===== src/rtl/bitrev_loader_pkg.sv =====
package bitrev_loader_pkg;
  typedef enum logic [1:0] {
    ST_FILL,
    ST_ARM,
    ST_START,
    ST_WAIT
  } ldState_e;

  typedef struct packed {
    logic accept;
    logic clear;
  } ldStrobe_t;
endpackage


===== src/rtl/bitrev_loader_dp.sv =====
module bitrev_loader_dp
  import bitrev_loader_pkg::*;
#(
  parameter int ADDR_W = 8,
  parameter int DATA_W = 16
) (
  input  logic              clk,
  input  logic              rst_n,
  input  ldStrobe_t         strobe,
  input  logic [DATA_W-1:0] inRe,
  input  logic [DATA_W-1:0] inIm,
  output logic              isLast,
  output logic              wrEn,
  output logic [ADDR_W-1:0] wrAddr,
  output logic [DATA_W-1:0] wrRe,
  output logic [DATA_W-1:0] wrIm
);
  localparam logic [ADDR_W-1:0] LAST_IDX = {ADDR_W{1'b1}};

  logic [ADDR_W-1:0] count;
  logic [ADDR_W-1:0] countNext;
  logic [ADDR_W-1:0] revAddr;
  logic [ADDR_W-1:0] revNext;

  assign countNext = count + 1'b1;
  assign isLast    = (count == LAST_IDX);

  // mirrored form of the next index, prepared before the sample arrives
  for (genvar b = 0; b < ADDR_W; b++) begin : g_rev
    assign revNext[b] = countNext[ADDR_W-1-b];
  end

  always_ff @(posedge clk) begin
    if (!rst_n) begin
      count   <= '0;
      revAddr <= '0;
      wrEn    <= 1'b0;
      wrAddr  <= '0;
      wrRe    <= '0;
      wrIm    <= '0;
    end else begin
      wrEn <= strobe.accept;
      if (strobe.accept) begin
        wrAddr  <= revAddr;
        wrRe    <= inRe;
        wrIm    <= inIm;
        count   <= countNext;
        revAddr <= revNext;
      end
      if (strobe.clear) begin
        count   <= '0;
        revAddr <= '0;
      end
    end
  end
endmodule


===== src/rtl/bitrev_loader_ctl.sv =====
module bitrev_loader_ctl
  import bitrev_loader_pkg::*;
(
  input  logic      clk,
  input  logic      rst_n,
  input  logic      inValid,
  input  logic      fftDone,
  input  logic      isLast,
  output logic      inReady,
  output logic      startPulse,
  output ldStrobe_t strobe
);
  ldState_e state;
  ldState_e stateNext;

  assign inReady       = (state == ST_FILL);
  assign startPulse    = (state == ST_START);
  assign strobe.accept = inValid && inReady;
  assign strobe.clear  = fftDone && ((state == ST_START) || (state == ST_WAIT));

  always_comb begin
    stateNext = state;
    case (state)
      ST_FILL:  if (strobe.accept && isLast) stateNext = ST_ARM;
      ST_ARM:   stateNext = ST_START;
      ST_START: stateNext = fftDone ? ST_FILL : ST_WAIT;
      ST_WAIT:  if (fftDone) stateNext = ST_FILL;
      default:  stateNext = ST_FILL;
    endcase
  end

  always_ff @(posedge clk) begin
    if (!rst_n) state <= ST_FILL;
    else        state <= stateNext;
  end
endmodule


===== src/rtl/bitrev_loader.sv =====
module bitrev_loader
  import bitrev_loader_pkg::*;
#(
  parameter int ADDR_W = 8,
  parameter int DATA_W = 16
) (
  input  logic              clk,
  input  logic              rst_n,
  input  logic              inValid,
  output logic              inReady,
  input  logic [DATA_W-1:0] inRe,
  input  logic [DATA_W-1:0] inIm,
  output logic              wrEn,
  output logic [ADDR_W-1:0] wrAddr,
  output logic [DATA_W-1:0] wrRe,
  output logic [DATA_W-1:0] wrIm,
  output logic              startPulse,
  input  logic              fftDone
);
  ldStrobe_t strobe;
  logic      isLast;

  bitrev_loader_ctl i_ctl (
    .clk        (clk),
    .rst_n      (rst_n),
    .inValid    (inValid),
    .fftDone    (fftDone),
    .isLast     (isLast),
    .inReady    (inReady),
    .startPulse (startPulse),
    .strobe     (strobe)
  );

  bitrev_loader_dp #(.ADDR_W(ADDR_W), .DATA_W(DATA_W)) i_dp (
    .clk    (clk),
    .rst_n  (rst_n),
    .strobe (strobe),
    .inRe   (inRe),
    .inIm   (inIm),
    .isLast (isLast),
    .wrEn   (wrEn),
    .wrAddr (wrAddr),
    .wrRe   (wrRe),
    .wrIm   (wrIm)
  );
endmodule


===== config.mk =====
export PLATFORM = sky130hd
export DESIGN_NAME = bitrev_loader
export DESIGN_NICKNAME = d
export VERILOG_FILES = /design/src/rtl/bitrev_loader_pkg.sv /design/src/rtl/bitrev_loader_dp.sv /design/src/rtl/bitrev_loader_ctl.sv /design/src/rtl/bitrev_loader.sv
export SDC_FILE = /design/constraint.sdc
export NUM_CORES = 1
export LEC_CHECK = 0
export ABC_AREA = 1
export BUFFER_PORTS_ARGS = -buffer_cell sky130_fd_sc_hd__buf_4
export CAP_MARGIN = 20
export CORE_UTILIZATION = 40
export CTS_BUF_LIST = sky130_fd_sc_hd__clkbuf_8
export DETAILED_ROUTE_END_ITERATION = 10
export PLACE_DENSITY = 0.76
export SLEW_MARGIN = 20
export SYNTH_ARGS = -nofsm -noshare
export SYNTH_HDL_FRONTEND = slang
export SYNTH_HIERARCHICAL = 1
export SYNTH_SLANG_ARGS = --single-unit
export TNS_END_PERCENT = 20

===== constraint.sdc =====
create_clock -name clk -period 1.6 [get_ports clk]
set_input_delay 0.4 -clock clk [delete_from_list [all_inputs] [get_ports clk]]
set_output_delay 0.4 -clock clk [all_outputs]
set_load 0.01 [all_outputs]

==> summary.md, run 1 <==
| Metric | Value |
|---|---|
| Status | complete, but fails checks |
| Failing checks | DRC |
| Placement Cell Area | 2520 sq um |
| Switching share of power | 23.7% |
| Dpl hpwl | 2940 microns |
| Slew headroom | 74.8% |
| Sequential power share | 53.0% |
| PwrDens | 991 nW/um^2 |
| Row cnt | 24 |
| Die Y | 71.2 microns |
| Design area | 2630 sq um |
| Area grow syn2layout | 37.4% |
| Clock share of power | 33.1% |
| Crit path capture | i_dp/count[5]$_SDFFE_PP0P_ |
| Initial DRC count | 121 |
| Post-route DRC violation count | 5 |
| Die Area | 5070 sq um |
| CTS sink count | 51 |
| Async S/R FF share, synth | 0% |
| Layout Nets | 355 |
| Number of port buffers | 78 |
| Commonest non-fill, non-tap cell in the layout | buf_4 |
| Die Wd | 71.2 microns |
| Placement Setup Slack | 0.100 ns |
| Share of cells above drive strength 1 | 32.1% |
| Leak | 1.22 nW |
| Final min period | 1.39 ns |
| Yosys reg bits | 51 |
| Top_reg_cell synth | dfxtp_1 |
| Final Hold Fails | 0 |
| Final Wtd Congestion | 0.737 |
| Initial antenna violation count | 0 |
| Maxcap violations | 0 |
| GR Util All Layers | 17.8% |
| Critical path arrival | 1.59 ns |
| CTS root buffer | clkbuf_8 |
| Via count | 1776 |
| CORE AREA | 4470 sq um |
| Area of the mapped netlist | 1910 sq um |
| CP endpoint kind | flip-flop |
| Post-DRT Antenna Nets | 0 |
| Setup WS post-layout | 0.206 ns |
| Final setup TNS | 0 ns |
| HP Class | primary input to flip-flop |
| Vias per cell | 4.80 |
| P_int | 0.00199 W |
| Clock Latency Late Sink | 0.30 ns |
| Max-slew violation count | 0 |
| Yosys warns | 6 |
| Tcrit/Tclk final | 87.1% |
| WP data required | 1.79 ns |
| Vias in the first global route | 1649 |
| Avg Inst Size Synth | 7.94 sq um |
| Worst Tran Pin Value | 0.378 ns |
| R2R Path End | i_dp/count[5]$_SDFFE_PP0P_ |
| CP Max Fanout | 17 |
| H-tree depth | 2 |
| WL final | 4280 microns |
| Register area share after synthesis | 53.3% |
| Switching pwr | 0.000617 W |
| RSZ-0062 raised after global routing | false |
| WS Path Type | flip-flop to flip-flop |
| I/O pins | 79 |
| First-pass GRT wire length | 7090 microns |
| Clock buffer depth | 2 |
| Wire length per cell after detailed routing | 11.6 microns |
| GRT overflow | 0 |
| Post-CTS Setup Inserts | 0 |
| EDFF count, synth | 0 |
| Clock Pin Slew Worst Setup and Hold Paths | 0.09 ns |
| Startpoint types | flip-flop |
| Combinational share of power | 14.0% |
| Starting density of the core | 42.8% |
| CTS Hold Buffers Added | 0 |
| Final setup fails | 0 |
| CTS resizes | 0 |
| Critical R2R Launch | i_ctl/state[1]$_SDFFE_PN0P_ |
| Final Skew | 0.00679 ns |
| Cells after Synth | 241 |
| Unique masters post-synth | 27 |
| R2R depth | 7 |
| Largest net degree at the start of global routing | 39 |
| Syn nets | 278 |
| Worst Hold Slack | 0.316 ns |
| CTS tree | done |
| DRT Pass-1 Iters | 7 |
| VDD IR max | 619 uV |
| Commonest non-fill, non-tap cells in the layout | 81 x buf_4, 79 x nor2_1, 51 x dfxtp_1 |
| Worst Setup SP | i_ctl/state[1]$_SDFFE_PN0P_ |
| Worst reg2reg setup slack | 0.21 ns |
| Fmax | 0.717 GHz |
| Inserted Clock Buffers | 5 |
| N_diodes | 0 |
==> kinds of logic (layout without fill, tap and decap cells) <==
kind of cell | count (synthesis) | in the layout | share of synthesized area [%]
DFF | 51 | 51 | 53.3
adders and majority gates | 1 | 1 | 0.653
AOI/OAI and AO/OA | 50 | 50 | 13.4
and+or+nand+nor | 114 | 114 | 25.3
buffers and inverters | 25 | 102 | 7.32
==> power groups by stage <==
stage          Sequential, W  Clock (W)  Combinational [W]
2_1_floorplan        0.00144          0           0.000140
3_3_place_gp         0.00141          0           0.000360
3_5_place_dp         0.00141          0           0.000366
4_1_cts              0.00138   0.000887           0.000367
5_1_grt              0.00139   0.000928           0.000403
6_report             0.00138   0.000862           0.000364
==> sequential cells by signal, summed over array words and instances (netlist names) <==
| name | flops |
|---|---|
| i_ctl/state | 2 |
| i_dp/count | 7 |
| i_dp/revAddr | 1 |
| i_dp/wrAddr | 8 |
| i_dp/wrEn | 1 |
| i_dp/wrIm | 16 |
| i_dp/wrRe | 16 |
==> through the flow <==
step                util (%)  instances  power [W]
floorplan                  -        241    0.00158
global placement        56.4        363    0.00177
detailed placement      56.4        363    0.00178
CTS                     58.8        370    0.00264
global route            58.8        370    0.00272
finish                  58.8        370    0.00261
==> Yosys cell counts, drive strengths merged (2+ instances only) <==
cell type	instances	area (sq um)
nor3	3	25.0
nor2	82	320
o21ai	39	195
inv	13	51.3
dfxtp	51	1020
nand3	4	25.0
buf	10	81.3
nand2	20	80.1
a21oi	10	53.8
clkbuf	2	7.51
==> cell type report <==
class / instances / area [sq um]
multi-input cells: 165 / 758
well taps: 52 / 65.1
clock inverters: 2 / 37.5
fillers: 420 / 1840
flip-flops and latches: 51 / 1020
repair buffers: 82 / 628
inverters: 13 / 51.3
clock buffers: 5 / 68.8
==> metal layers <==
layer	GRT usage (%)	wire (microns)	vias up
met5	0	0	-
met4	5.33	40	0
met3	7.26	395	5
met2	27.5	1890	67
met1	22.8	1960	784
li1	-	-	920
==> worst min path at each step <==
stage	start	endpoint	slack, ns	depth (start not counted)
3_3_place_gp	i_dp/wrAddr[6]$_SDFFE_PN0P_	i_dp/wrAddr[6]$_SDFFE_PN0P_	0.45	2
2_1_floorplan	i_dp/count[0]$_SDFFE_PP0P_	i_dp/count[0]$_SDFFE_PP0P_	0.46	1
5_1_grt	inIm[13]	i_dp/wrIm[13]$_SDFFE_PN0P_	0.31	3
6_report	inRe[8]	i_dp/wrRe[8]$_SDFFE_PN0P_	0.32	3
3_5_place_dp	i_dp/wrAddr[2]$_SDFFE_PN0P_	i_dp/wrAddr[2]$_SDFFE_PN0P_	0.46	2
4_1_cts	inIm[4]	i_dp/wrIm[4]$_SDFFE_PN0P_	0.31	3
==> critical path, stage by stage (launching register included) <==
cell	delay (ns)
dfxtp_1	0.35
nor3b_2	0.28
buf_12	0.19
nand2_1	0.11
nor2_4	0.17
nand3_1	0.09
nand2_1	0.07
nor2_1	0.04
Power figures use the tool's default switching activity.
==> run 2, diff against run 1 <==
Settings changed: CAP_MARGIN 20 to 10, PLACE_DENSITY 0.76 to 0.77, SYNTH_HIERARCHICAL 1 to default.
==> run 2 against run 1 <==
Against the previous run: routed wire length shrank 2.8%; highest routed layer unchanged; the run still ends with DRC left; largest cell class unchanged; first-iteration DRC count shrank 18%; synthesized cell count shrank 0.83%; critical path type is now flip-flop to primary output; combinational power grew 1%; clock skew shrank 0.0034 ns.
==> summary.md, run 2 <==
| Metric | Value |
|---|---|
| Final min period | 1.43 ns (was 1.39 ns) |
| Register area | 1020 sq um (unchanged) |
| CP endpoint kind | primary output (was flip-flop) |
| Placed Cells | 359 (was 363) |
| Status | complete, but fails checks (unchanged) |
| Clock Latency Late Sink | 0.30 ns (about the same) |
| Fin cells | 367 (was 370) |
| Avg Inst Size Synth | 7.86 sq um (was 7.94 sq um) |
| Clock buffer depth | 2 (unchanged) |
| Die Wd | 70.5 microns (was 71.2 microns) |
| Yosys reg bits | 51 (unchanged) |
| Initial DRC count | 99 (was 121) |
| Worst Hold Slack | 0.335 ns (was 0.316 ns) |
| Register area share after synthesis | 54.3% (was 53.3%) |
| Layout Nets | 351 (was 355) |
| WS Path Type | flip-flop to primary output (was flip-flop to flip-flop) |
| Die Area | 4980 sq um (was 5070 sq um) |
| Largest net degree at the start of global routing | 43 (was 39) |
| Post-route DRC violation count | 16 (was 5) |
| Top_reg_cell synth | dfxtp_1 (unchanged) |
| DRT Pass-1 Iters | 8 (was 7) |
| Final Wtd Congestion | 0.863 (was 0.737) |
| Leak | 1.22 nW (about the same) |
| WP data required | 1.20 ns (was 1.79 ns) |
| CP Max Fanout | 3 (was 17) |
| Final setup TNS | 0 ns (unchanged) |
| Final Skew | 0.00340 ns (was 0.00679 ns) |
| VDD IR max | 493 uV (was 619 uV) |
| CP Cell Sequence | inv_2 > nor2_1 > buf_4 (was nor3b_2 > buf_12 > nand2_1 > nor2_4 > nand3_1 > nand2_1 > nor2_1) |
| GRT overflow | 0 (unchanged) |
| Die Y | 70.5 microns (was 71.2 microns) |
| Slew headroom | 72.9% (was 74.8%) |
| First-pass GRT wire length | 6980 microns (was 7090 microns) |
| Inserted Clock Buffers | 5 (unchanged) |
| Final Hold Fails | 0 (unchanged) |
| Number of port buffers | 78 (unchanged) |
| Top Registers | i_dp.wrIm (16), i_dp.wrRe (16), i_dp.wrAddr (8) (was i_dp/wrIm (16), i_dp/wrRe (16), i_dp/wrAddr (8)) |
| Post-CTS Setup Inserts | 0 (unchanged) |
| Top cells by count, synth | 83 x nor2_1, 51 x dfxtp_1, 37 x o21ai_0 (was 79 x nor2_1, 51 x dfxtp_1, 28 x o21ai_0) |
| Placement Setup Slack | 0.281 ns (was 0.100 ns) |
| Tcrit/Tclk final | 89.4% (was 87.1%) |
| Maxcap violations | 0 (unchanged) |
| Starting density of the core | 42.3% (was 42.8%) |
| Area grow syn2layout | 38.0% (was 37.4%) |
| Fmax | 0.699 GHz (was 0.717 GHz) |
| Max-slew violation count | 0 (unchanged) |
| Fill cells | 421 (was 420) |
| CTS resizes | 0 (unchanged) |
| CTS tree | done (unchanged) |
| CTS sink count | 51 (unchanged) |
| Cells after Synth | 239 (was 241) |
| Initial antenna violation count | 0 (unchanged) |
| WL final | 4160 microns (was 4280 microns) |
| CORE AREA | 4440 sq um (was 4470 sq um) |
| HP Class | primary input to flip-flop (unchanged) |
| Vias per cell | 4.76 (was 4.80) |
| Dominant cells by area after synthesis | dfxtp_1 54%, nor2_1 17%, o21ai_0 9.9% (was dfxtp_1 53%, nor2_1 15%, o21ai_0 7.3%) |
| Post-DRT Antenna Nets | 0 (unchanged) |
| Critical path arrival | 1.03 ns (was 1.59 ns) |
| Setup WS post-layout | 0.170 ns (was 0.206 ns) |
| Syn nets | 276 (was 278) |
| Yosys warns | 0 (was 6) |
| Wire length per cell after detailed routing | 11.3 microns (was 11.6 microns) |
| RSZ-0062 raised after global routing | false (unchanged) |
| Final Power | 0.00254 W (was 0.00261 W) |
| Final setup fails | 0 (unchanged) |
| Dpl hpwl | 2830 microns (was 2940 microns) |
| Clock Pin Slew Worst Setup and Hold Paths | 0.08 ns (was 0.09 ns) |
| CTS root buffer | clkbuf_8 (unchanged) |
| Via count | 1748 (was 1776) |
| Share of the synthesized area in the top cell type | 54.3% (was 53.3%) |
| Multi-input logic area | 738 sq um (was 758 sq um) |
| H-tree depth | 2 (unchanged) |
| PwrDens | 978 nW/um^2 (was 991 nW/um^2) |
| Share of cells above drive strength 1 | 30.5% (was 32.1%) |
| Max incr delay on CP | 0.41 ns (was 0.35 ns) |
| Startpoint types | flip-flop (unchanged) |
| Vias in the first global route | 1610 (was 1649) |
| Post-synth top area cell | dfxtp_1 (unchanged) |
| Commonest non-fill, non-tap cell in the layout | nor2_1 (was buf_4) |
| Failing checks | DRC (unchanged) |
| Area of the mapped netlist | 1880 sq um (was 1910 sq um) |
| I/O pins | 79 (unchanged) |
| EDFF count, synth | 0 (unchanged) |
| Slowest CP cell | dfxtp_1 (unchanged) |
| Async S/R FF share, synth | 0% (unchanged) |
| Top-count cell post-synth | nor2_1 (unchanged) |
| Unique masters post-synth | 21 (was 27) |
| Worst Tran Pin Value | 0.406 ns (was 0.378 ns) |
| Row cnt | 24 (unchanged) |
| N_diodes | 0 (unchanged) |
| Commonest non-fill, non-tap cells in the layout | 83 x nor2_1, 80 x buf_4, 51 x dfxtp_1 (was 81 x buf_4, 79 x nor2_1, 51 x dfxtp_1) |
| CTS Hold Buffers Added | 0 (unchanged) |
| GR Util All Layers | 17.6% (was 17.8%) |
-- run 2: cell types whose count changed after synthesis, sizes merged --
cell | previous run | this run
buf | 10 | 6
clkbuf | 2 | 7
nand2 | 20 | 10
nand3 | 4 | 8
nand3b | 1 | 0
nand4 | 1 | 0
nor2 | 82 | 86
nor3b | 1 | 0
nor4 | 1 | 0
o21ai | 39 | 41
xor2 | 0 | 1
-- run 2: critical path: cells and delay by family (launching register included) --
| kind | cells | cell delay (ns) |
|---|---|---|
| flops | 1 | 0.41 |
| simple gates | 1 | 0.11 |
| buf+inv | 2 | 0.21 |
-- run 2: logic make-up after synthesis --
group                      Yosys count  share of synthesized area, %
AOI/OAI and AO/OA                   52                          14.0
xor gates and xnor gates             1                         0.466
and+or+nand+nor                    108                          24.2
DFF                                 51                          54.3
adders and majority gates            1                         0.666
buffers and inverters               26                          6.39
-- run 2: path summary, 6_finish.rpt --
kind | from | end | slack [ns] | cells past startpoint
setup / recovery | i_ctl.state[1]$_SDFFE_PN0P_ | startPulse | 0.17 | 3
hold / removal | inIm[14] | i_dp.wrIm[14]$_SDFFE_PN0P_ | 0.34 | 3
setup reg to reg | i_ctl.state[0]$_SDFFE_PN0P_ | i_ctl.state[0]$_SDFFE_PN0P_ | 0.27 | 5
hold reg to reg | i_dp.revAddr[1]$_SDFFE_PP0P_ | i_dp.revAddr[1]$_SDFFE_PP0P_ | 0.47 | 2
-- run 2: final cells by class --
class	count	area share, %
repair buffers	81	23.9
clock buffers	7	3.71
flip-flops and latches	51	39.4
clock inverters	1	0.145
well taps	52	2.51
inverters	13	1.88
multi-input cells	162	28.5
-- run 2: power by group --
part / leakage, nW / switching [W] / internal, W
registers: 0.421 / 0.0000408 / 0.00135
clock network: 0.0557 / 0.000392 / 0.000388
logic: 0.741 / 0.000175 / 0.000194
-- run 2: per-stage QoR --
step,util [%],cell area [sq um]
detailed placement,56.1,2490
CTS,58.4,2590
floorplan,-,1880
global route,58.4,2590
global placement,56.1,2490
finish,58.4,2590
-- run 2: metal layers --
metal,vias to the layer above,track usage (%),part of all wire [%]
met5,-,0,0
met3,6,5.27,6.9
met1,779,20.5,43
li1,912,-,-
met2,51,29.7,48
met4,0,9.11,2.0
